**config.mk**
```make
export PLATFORM = sky130hd
export DESIGN_NAME = sys_tick_timer
export DESIGN_NICKNAME = d
export VERILOG_FILES = /design/src/rtl/tick_pkg.sv /design/src/rtl/tick_prescaler.sv /design/src/rtl/tick_counter_core.sv /design/src/rtl/tick_regfile.sv /design/src/rtl/sys_tick_timer.sv
export SDC_FILE = /design/constraint.sdc
export NUM_CORES = 1
export LEC_CHECK = 0
export ABC_AREA = 0
export CAP_MARGIN = 0
export CORE_UTILIZATION = 50
export DETAILED_ROUTE_END_ITERATION = 8
export DONT_BUFFER_PORTS = 1
export SLEW_MARGIN = 5
export SYNTH_ARGS = -nofsm -noshare
export SYNTH_HDL_FRONTEND = slang
export SYNTH_SLANG_ARGS = --single-unit
```
**constraint.sdc**
```tcl
create_clock -name clk -period 2.8 [get_ports clk]
set_input_delay 0.28 -clock clk [delete_from_list [all_inputs] [get_ports clk]]
set_output_delay 0.28 -clock clk [all_outputs]
set_load 0.01 [all_outputs]
```
**src/rtl/tick_pkg.sv**
```systemverilog
package tick_pkg;

    localparam int CNT_W    = 24;
    localparam int DATA_W   = 32;
    localparam int ADDR_W   = 2;
    localparam int DIV_LOG2 = 3;

    // control/status field positions
    localparam int BIT_RUN  = 0;
    localparam int BIT_IE   = 1;
    localparam int BIT_SRC  = 2;
    localparam int BIT_FLAG = 16;

    typedef enum logic [ADDR_W-1:0] {
        REG_CTRL = 2'd0,
        REG_LOAD = 2'd1,
        REG_VAL  = 2'd2,
        REG_NONE = 2'd3
    } reg_sel_e;

    typedef struct packed {
        logic src_full;
        logic irq_en;
        logic run;
    } ctrl_t;

    function automatic logic [DATA_W-1:0] pack_ctrl(input ctrl_t c, input logic flag);
        logic [DATA_W-1:0] w;
        w = '0;
        w[BIT_RUN]  = c.run;
        w[BIT_IE]   = c.irq_en;
        w[BIT_SRC]  = c.src_full;
        w[BIT_FLAG] = flag;
        return w;
    endfunction

    function automatic ctrl_t unpack_ctrl(input logic [DATA_W-1:0] w);
        ctrl_t c;
        c.run      = w[BIT_RUN];
        c.irq_en   = w[BIT_IE];
        c.src_full = w[BIT_SRC];
        return c;
    endfunction

endpackage

```
**src/rtl/tick_prescaler.sv**
```systemverilog
module tick_prescaler #(
    parameter int PW = tick_pkg::DIV_LOG2
) (
    input  logic clk,
    input  logic rst,
    input  logic run,
    output logic pulse
);
    logic [PW-1:0] phase_q;

    always_ff @(posedge clk) begin
        if (rst || !run) phase_q <= '0;
        else             phase_q <= phase_q + 1'b1;
    end

    assign pulse = run && (phase_q == {PW{1'b1}});

    AST_PULSE_GAP: assert property (@(posedge clk) disable iff (rst)
        pulse |=> !pulse);

    AST_PULSE_NEEDS_RUN: assert property (@(posedge clk) disable iff (rst)
        pulse |-> $past(run));
endmodule

```
**src/rtl/tick_counter_core.sv**
```systemverilog
module tick_counter_core #(
    parameter int CW = tick_pkg::CNT_W
) (
    input  logic          clk,
    input  logic          rst,
    input  logic          step,
    input  logic          irq_en,
    input  logic          cur_wr,
    input  logic [CW-1:0] reload,
    output logic [CW-1:0] cur,
    output logic          expire,
    output logic          irq
);
    logic [CW-1:0] cur_q;
    logic          irq_q;
    logic          at_zero;
    logic          at_one;

    assign at_zero = (cur_q == '0);
    assign at_one  = (cur_q == CW'(1));
    assign expire  = step && at_one && !cur_wr;

    always_ff @(posedge clk) begin
        if (rst) begin
            cur_q <= '0;
            irq_q <= 1'b0;
        end else begin
            irq_q <= expire && irq_en;
            if (cur_wr)        cur_q <= '0;
            else if (step) begin
                if (at_zero)   cur_q <= reload;
                else           cur_q <= cur_q - CW'(1);
            end
        end
    end

    assign cur = cur_q;
    assign irq = irq_q;

    AST_IRQ_SINGLE: assert property (@(posedge clk) disable iff (rst)
        irq |=> !irq);

    AST_IRQ_GATED: assert property (@(posedge clk) disable iff (rst)
        irq |-> $past(irq_en));

    AST_ZERO_RELOAD_HOLD: assert property (@(posedge clk) disable iff (rst)
        (!$past(rst) && $past(reload) == '0 && $past(cur_q) == '0) |-> cur_q == '0);

    AST_HOLD_NO_STEP: assert property (@(posedge clk) disable iff (rst)
        (!$past(rst) && !$past(step) && !$past(cur_wr)) |-> $stable(cur_q));
endmodule

```
**src/rtl/tick_regfile.sv**
```systemverilog
module tick_regfile
    import tick_pkg::*;
#(
    parameter int CW = CNT_W
) (
    input  logic              clk,
    input  logic              rst,
    input  logic              bus_wr,
    input  logic              bus_rd,
    input  logic [ADDR_W-1:0] bus_addr,
    input  logic [DATA_W-1:0] bus_wdata,
    input  logic [CW-1:0]     cur,
    input  logic              expire,
    output logic [DATA_W-1:0] bus_rdata,
    output ctrl_t             ctrl,
    output logic [CW-1:0]     reload,
    output logic              cur_wr
);
    localparam int PAD = DATA_W - CW;

    ctrl_t         ctrl_q;
    logic [CW-1:0] reload_q;
    logic          flag_q;
    reg_sel_e      sel;
    logic          ctrl_rd;

    assign sel     = reg_sel_e'(bus_addr);
    assign cur_wr  = bus_wr && (sel == REG_VAL);
    assign ctrl_rd = bus_rd && (sel == REG_CTRL);

    always_ff @(posedge clk) begin
        if (rst) begin
            ctrl_q   <= '0;
            reload_q <= '0;
            flag_q   <= 1'b0;
        end else begin
            if (bus_wr && sel == REG_CTRL) ctrl_q   <= unpack_ctrl(bus_wdata);
            if (bus_wr && sel == REG_LOAD) reload_q <= bus_wdata[CW-1:0];
            if (expire)                    flag_q   <= 1'b1;
            else if (cur_wr || ctrl_rd)    flag_q   <= 1'b0;
        end
    end

    always_comb begin
        case (sel)
            REG_CTRL: bus_rdata = pack_ctrl(ctrl_q, flag_q);
            REG_LOAD: bus_rdata = {{PAD{1'b0}}, reload_q};
            REG_VAL:  bus_rdata = {{PAD{1'b0}}, cur};
            default:  bus_rdata = '0;
        endcase
    end

    assign ctrl   = ctrl_q;
    assign reload = reload_q;

    AST_FLAG_ON_EXPIRE: assert property (@(posedge clk) disable iff (rst)
        expire |=> flag_q);

    AST_FLAG_CLEAR_WRITE: assert property (@(posedge clk) disable iff (rst)
        (cur_wr && !expire) |=> !flag_q);

    AST_FLAG_CLEAR_READ: assert property (@(posedge clk) disable iff (rst)
        (ctrl_rd && !expire) |=> !flag_q);
endmodule

```
**src/rtl/sys_tick_timer.sv**
```systemverilog
module sys_tick_timer
    import tick_pkg::*;
#(
    parameter int CW = CNT_W,
    parameter int PW = DIV_LOG2
) (
    input  logic              clk,
    input  logic              rst,
    input  logic              bus_wr,
    input  logic              bus_rd,
    input  logic [ADDR_W-1:0] bus_addr,
    input  logic [DATA_W-1:0] bus_wdata,
    output logic [DATA_W-1:0] bus_rdata,
    output logic              tick_irq
);
    ctrl_t         ctrl;
    logic [CW-1:0] reload;
    logic [CW-1:0] cur;
    logic          cur_wr;
    logic          expire;
    logic          slow_pulse;
    logic          step;

    generate
        if (PW == 0) begin : g_nodiv
            assign slow_pulse = ctrl.run;
        end else begin : g_div
            tick_prescaler #(.PW(PW)) u_psc (
                .clk  (clk),
                .rst  (rst),
                .run  (ctrl.run),
                .pulse(slow_pulse)
            );
        end
    endgenerate

    assign step = ctrl.run && (ctrl.src_full || slow_pulse);

    tick_regfile #(.CW(CW)) u_regs (
        .clk      (clk),
        .rst      (rst),
        .bus_wr   (bus_wr),
        .bus_rd   (bus_rd),
        .bus_addr (bus_addr),
        .bus_wdata(bus_wdata),
        .cur      (cur),
        .expire   (expire),
        .bus_rdata(bus_rdata),
        .ctrl     (ctrl),
        .reload   (reload),
        .cur_wr   (cur_wr)
    );

    tick_counter_core #(.CW(CW)) u_core (
        .clk   (clk),
        .rst   (rst),
        .step  (step),
        .irq_en(ctrl.irq_en),
        .cur_wr(cur_wr),
        .reload(reload),
        .cur   (cur),
        .expire(expire),
        .irq   (tick_irq)
    );

    AST_STEP_NEEDS_RUN: assert property (@(posedge clk) disable iff (rst)
        step |-> ctrl.run);

    AST_RESET_QUIET: assert property (@(posedge clk)
        $past(rst) |-> !tick_irq);
endmodule

```
Word level (Yosys, flattened, before mapping)
Index checks and enable logic that the tools add are counted.

Register bits after elaboration: 56. Input bits: 38. Bits in writable memories: 0. Output and inout port bits: 33. Bits in read-only memories: 0. Logic and storage cells: 36. Latch bits: 0. Memories: 0.

$mul: 0. Shift-type cells: 0. Eq/ne operators: 4. Add/sub/neg operators: 2. Divide/modulo/power cells: 0. Reductions and logical operators: 18. Order comparisons: 0. Mux-type cells: 4. Bitwise operators: 0.

Operators by type and width (number): one-hot mux 24 bit (3 select lines) (1); equality test 24 x 1 -> 1 bit (second input constant) (1); logical NOT 24 bit (1); two-way mux 24 bit (1); subtractor 24 x 1 -> 24 bit (second input constant) (1); logical AND 1 bit (9); adder 3 x 1 -> 3 bit (second input constant) (1); equality test 3 bit (second input constant) (1); logical OR 1 bit (3); equality test 2 x 1 -> 1 bit (second input constant) (1); equality test 2 bit (second input constant) (1); logical NOT 1 bit (2); logical NOT 2 bit (1); two-way mux 1 bit (2); nonzero test 2 bit (1); OR reduction 2 bit (1).

Depth between registers and ports, before layout
Depth in word-level cells: 7. Depth in mapped cells: 9. Depth with buffers taken out: 7.

By module
Synthesis repeated with hierarchy kept, for this count alone.

Cells, all modules: 379. Area total of the unflattened synthesis: 3417.0 um^2.

By module, submodules not included: tick_counter_core (area each 1655.3 um^2, sequential area each 500.5 um^2, cells an instance 201, instances 1); tick_regfile (area each 1632.8 um^2, sequential area each 560.5 um^2, cells an instance 168, instances 1); tick_prescaler (area each 121.4 um^2, sequential area each 60.1 um^2, cells an instance 9, instances 1); sys_tick_timer (area each 7.5 um^2, sequential area each 0.0 um^2, cells an instance 1, instances 1).

Worst setup path after synthesis
Ideal clock, no wire load.

Kind: reg2reg. From: register u_core.cur_q[15], in the netlist u_core.cur[15]. To: register u_core.cur_q[15], in the netlist u_core.cur[15]. Stages on the path, launching flop included: 9. Setup slack: 0.748 ns. Setup time: 0.117 ns. Data required time: 2.683 ns. Buffers on the path: 3. Period minus slack after synthesis: 2.052 ns. Data arrival time: 1.935 ns. Path through: dfxtp_1 -> buf_6 -> nor4_4 -> nand2b_1 -> buf_6 -> or3_1 -> buf_6 -> mux2_1 -> a32o_1.

Longest elaborated chain between the ends: 2. Elaborated cells between the ends (all ways): 3. Those cells by class: add/sub: 1; mux: 1; reduce/logical: 1.

Ends and longest elaborated chain: start: declaration (RTL line tick_counter_core.sv:14) `logic [CW-1:0] cur_q;`; start signal: assignment (RTL line tick_counter_core.sv:31) `if (at_zero) cur_q <= reload;`; start signal: assignment (RTL line tick_counter_core.sv:32) `else cur_q <= cur_q - CW'(1);`; subtractor 24 x 1 -> 24 bit / logical NOT 24 bit (equally long branches) (RTL line tick_counter_core.sv:32, tick_counter_core.sv:19); two-way mux 24 bit * (RTL line tick_counter_core.sv:31).

Mark *: on every way between the ends. The rest lies on a longest branch, timed or not. A chain may end at the register's enable or synchronous reset.

Worst setup path in the final report
From: register u_core.cur_q[2], in the netlist u_core.cur[2]. To: register u_core.cur_q[9], in the netlist u_core.cur[9].

The elaborated chain is that of the path after synthesis.

==> out/metrics.csv <==
stage,metric,value,unit
route,via total after detailed routing,2927,
setup_path,Crit Path Max Fanout,9,
pwr,power per standard cell area,425.1,mW/mm^2
sta,Slew Limit Fails,0,
synthesis,number of synthesized flops with an enable pin,0,
global_route,met1 track demand over resource,0.3752,
pwr,leakage power figure,1.229,nW
synthesis,post-synthesis instance area,0.003153,sq mm
cts,source-to-sink clock delay at the later pin of the worst-skew pair,0.32,ns
pwr,Clock Power Share,0.342,
global_route,most crowded layer after global routing,met2,
place,count of input and output buffers,0,
hold_path,hold wc startpoint,rst,
sta,max_slew headroom,0.3879,
finish,filler-free cell count of the finished design,468,
sta,endpoints failing setup,0,
synthesis,number of synthesized register bits,56,
pwr,share of total power in combinational logic,0.070,
setup_path,worst path required time,3.03,ns
sta,unrepaired setup endpoints after global routing,no,
synthesis,primary flip-flop cell chosen by synthesis mapping,sky130_fd_sc_hd__dfxtp_1,
finish,proportion of layout cells with a drive suffix above 1,0.07379,
hold_path,type of the tightest min-delay check,primary input to flip-flop,
sta,final number of hold-violating endpoints,0,
pwr,cell internal power dissipation,0.001045,W
synthesis,Ys Warns,0,
route,post-detailed-route wirelength per cell,18.58,um
global_route,Congestion Overflow GR,0,
route,DR vias/cell,6.254,
synthesis,asr flop ratio synth,0,
place,Cells after DPL,460,
synthesis,average instance area after synthesis,7.863,sq um
floorplanning,width of the die,81.41,um
floorplanning,number of I/O pins,71,
floorplanning,Std-Cell Core Area,0.005991,sq mm
global_route,met3 track utilization from global routing,0.05778,
synthesis,share of the yosys chip area belonging to registers,0.3556,
finish,nets,435,
synthesis,count of unique library cells instantiated by Yosys,47,
sta,fmax,450.2,MHz
setup_path,worst setup path start,u_core.cur[2],
pwr,largest vdd supply drop,0.2383,mV
global_route,maximum number of pins on one net before global-route repair,35,
floorplanning,die footprint,0.006628,sq mm
global_route,global-route wire length before repair,13730,um
cts,quantity of hold-fixing buffers added after cts,0,
global_route,overall routing resource usage,0.2753,
pwr,proportion of total power due to net switching,0.2525,
sta,Worst Clk Skew,0.007862,ns
sta,Setup Total Neg Slack,0,ns
cts,CTS buffer count,5,
sta,min Tclk post-route,2.221,ns
sta,final hold slack,0.01587,ns
setup_path,type of element capturing the critical path,flip-flop,
sta,period utilisation layout,0.7933,
setup_path,Worst R2R Start,u_core.cur[2],
pwr,sequential cell fraction of total power,0.588,
setup_path,kind of start point of the critical path,flip-flop,
cts,clk slew on worst S/H paths,0.11,ns
synthesis,cells after synthesis,401,
floorplanning,num rows,28,
sta,Worst Max-Slew Pin Slew,0.9159,ns
pwr,switching power summed over all nets,0.0003531,W
route,total length of routed wires,8694,um
run,Max Cap Violations,0,
route,number of remaining DRC errors,0,
cts,clk sink count,56,
outcome,run status,completed,
floorplanning,die boundary height,81.41,um
finish,number of diodes added for antenna fixing,0,
cts,maximum count of clock buffers along a single path,2,
finish,layout-stage area growth over the synthesis result,4.325,%
route,DR iter-0 viols,176,
setup_path,data arrival time of the worst path,2.45,ns
global_route,vias in the first global route,2700,
route,drt first pass iters,5,
cts,number of levels the H-tree was split into,2,
global_route,global routing met2 resource utilization,0.4300,
finish,Finished Core Util,0.5491,
cts,postcts setup bufs,0,
place,hpwl dp,6105,um
cts,TritonCTS clock tree,built,
route,post-detailed-route count of antenna-violating nets,0,
global_route,number of antenna violations at the first check in global routing,0,
floorplanning,initial standard-cell utilization of the core,0.5263,
cts,post-cts repair resize count,0,
cts,root buffer cell,sky130_fd_sc_hd__clkbuf_8,
place,placer's final routability congestion estimate,0.8669,
setup_path,Critical Setup Path Class,flip-flop to flip-flop,
[area by class of cell]
type / count / area, sq um
flip-flops and latches: 56 / 1121
multi-input cells: 306 / 1834
clock buffers: 6 / 82.58
clock inverters: 2 / 15.01
inverters: 8 / 30.03
fillers: 623 / 2701
well taps: 75 / 93.84
repair buffers: 15 / 112.6
[final timing paths]
kind | depth (start not counted) | slack (ns) | to
setup / recovery | 5 | 0.58 | u_core.cur[9]
hold / removal | 1 | 0.02 | u_regs.flag_q
setup reg to reg | 5 | 0.58 | u_core.cur[9]
hold reg to reg | 1 | 0.45 | g_div.u_psc.phase_q[0]
[through the flow]
stage	cell area (sq um)	power, W	setup WS, ns
after floorplan	3179	0.0009279	0.7476
after global placement	3192	0.0009369	0.6641
after detailed placement	3192	0.0009383	0.6129
after CTS	3289	0.001406	0.6069
after global routing	3289	0.001450	0.2428
final	3289	0.001398	0.5787
[cell usage after synthesis (all sizes together) (4+ instances only)]
cell	count	share of area
and2	6	0.012
nand3	15	0.024
nand2	69	0.082
dfxtp	56	0.36
nand4	9	0.018
buf	13	0.033
or3	4	0.0079
a22o	20	0.056
a31oi	7	0.014
nor2	20	0.024
mux2i	16	0.051
ha	5	0.020
clkbuf	25	0.030
nor3	13	0.024
inv	8	0.0095
nor4	7	0.023
o22ai	5	0.0099
o21ai	22	0.035
a21oi	37	0.059
[flip-flops by register name (all words and copies together), names as in the netlist]
name                 cells
u_regs.reload           24
u_regs.ctrl              3
u_regs.flag_q            1
u_core.irq               1
g_div.u_psc.phase_q      3
u_core.cur              24
[power by group through the flow]
stage           logic, W  registers [W]  clock network (W)
4_1_cts        0.0000977       0.000822           0.000486
3_3_place_gp   0.0000964       0.000841                  0
6_report       0.0000982       0.000822           0.000478
2_1_floorplan  0.0000923       0.000836                  0
3_5_place_dp   0.0000975       0.000841                  0
5_1_grt         0.000109       0.000825           0.000517
[kinds of logic after synthesis]
| kind of cell | count (synthesis) | share of synthesized area |
|---|---|---|
| multiplexers | 18 | 0.05912 |
| buffers and inverters | 46 | 0.07182 |
| AO/OA/AOI/OAI | 111 | 0.2278 |
| adder cells (fa/ha/maj) | 5 | 0.01984 |
| other | 1 | 0.001189 |
| flip-flops | 56 | 0.3556 |
| AND/OR/NAND/NOR | 164 | 0.2647 |
[metal layers]
metal / wire, um / part of all wire
met5: 0 / 0
met4: 190 / 0.022
met3: 560 / 0.064
met2: 3860 / 0.44
met1: 4082 / 0.47
[cell usage in the layout (no fill, tap or decap), types with 8 or more instances in the layout]
| cell | n |
|---|---|
| sky130_fd_sc_hd__nor3_1 | 11 |
| sky130_fd_sc_hd__nand4_1 | 9 |
| sky130_fd_sc_hd__nor2_1 | 20 |
| sky130_fd_sc_hd__nand2_1 | 69 |
| sky130_fd_sc_hd__a21oi_1 | 37 |
| sky130_fd_sc_hd__conb_1 | 8 |
| sky130_fd_sc_hd__o21ai_0 | 21 |
| sky130_fd_sc_hd__inv_1 | 8 |
| sky130_fd_sc_hd__dfxtp_1 | 56 |
| sky130_fd_sc_hd__nand3_1 | 15 |
| sky130_fd_sc_hd__a22o_1 | 20 |
| sky130_fd_sc_hd__mux2i_1 | 16 |
| sky130_fd_sc_hd__buf_4 | 15 |
[critical path: stages (launching register included)]
cell                       delay (ns)
sky130_fd_sc_hd__dfxtp_1         0.41
sky130_fd_sc_hd__nor4_4          0.59
sky130_fd_sc_hd__nand2_1         0.35
sky130_fd_sc_hd__nor4_1          0.41
sky130_fd_sc_hd__o21ai_0         0.13
sky130_fd_sc_hd__a221oi_1        0.24
Power figures use the tool's default switching activity.
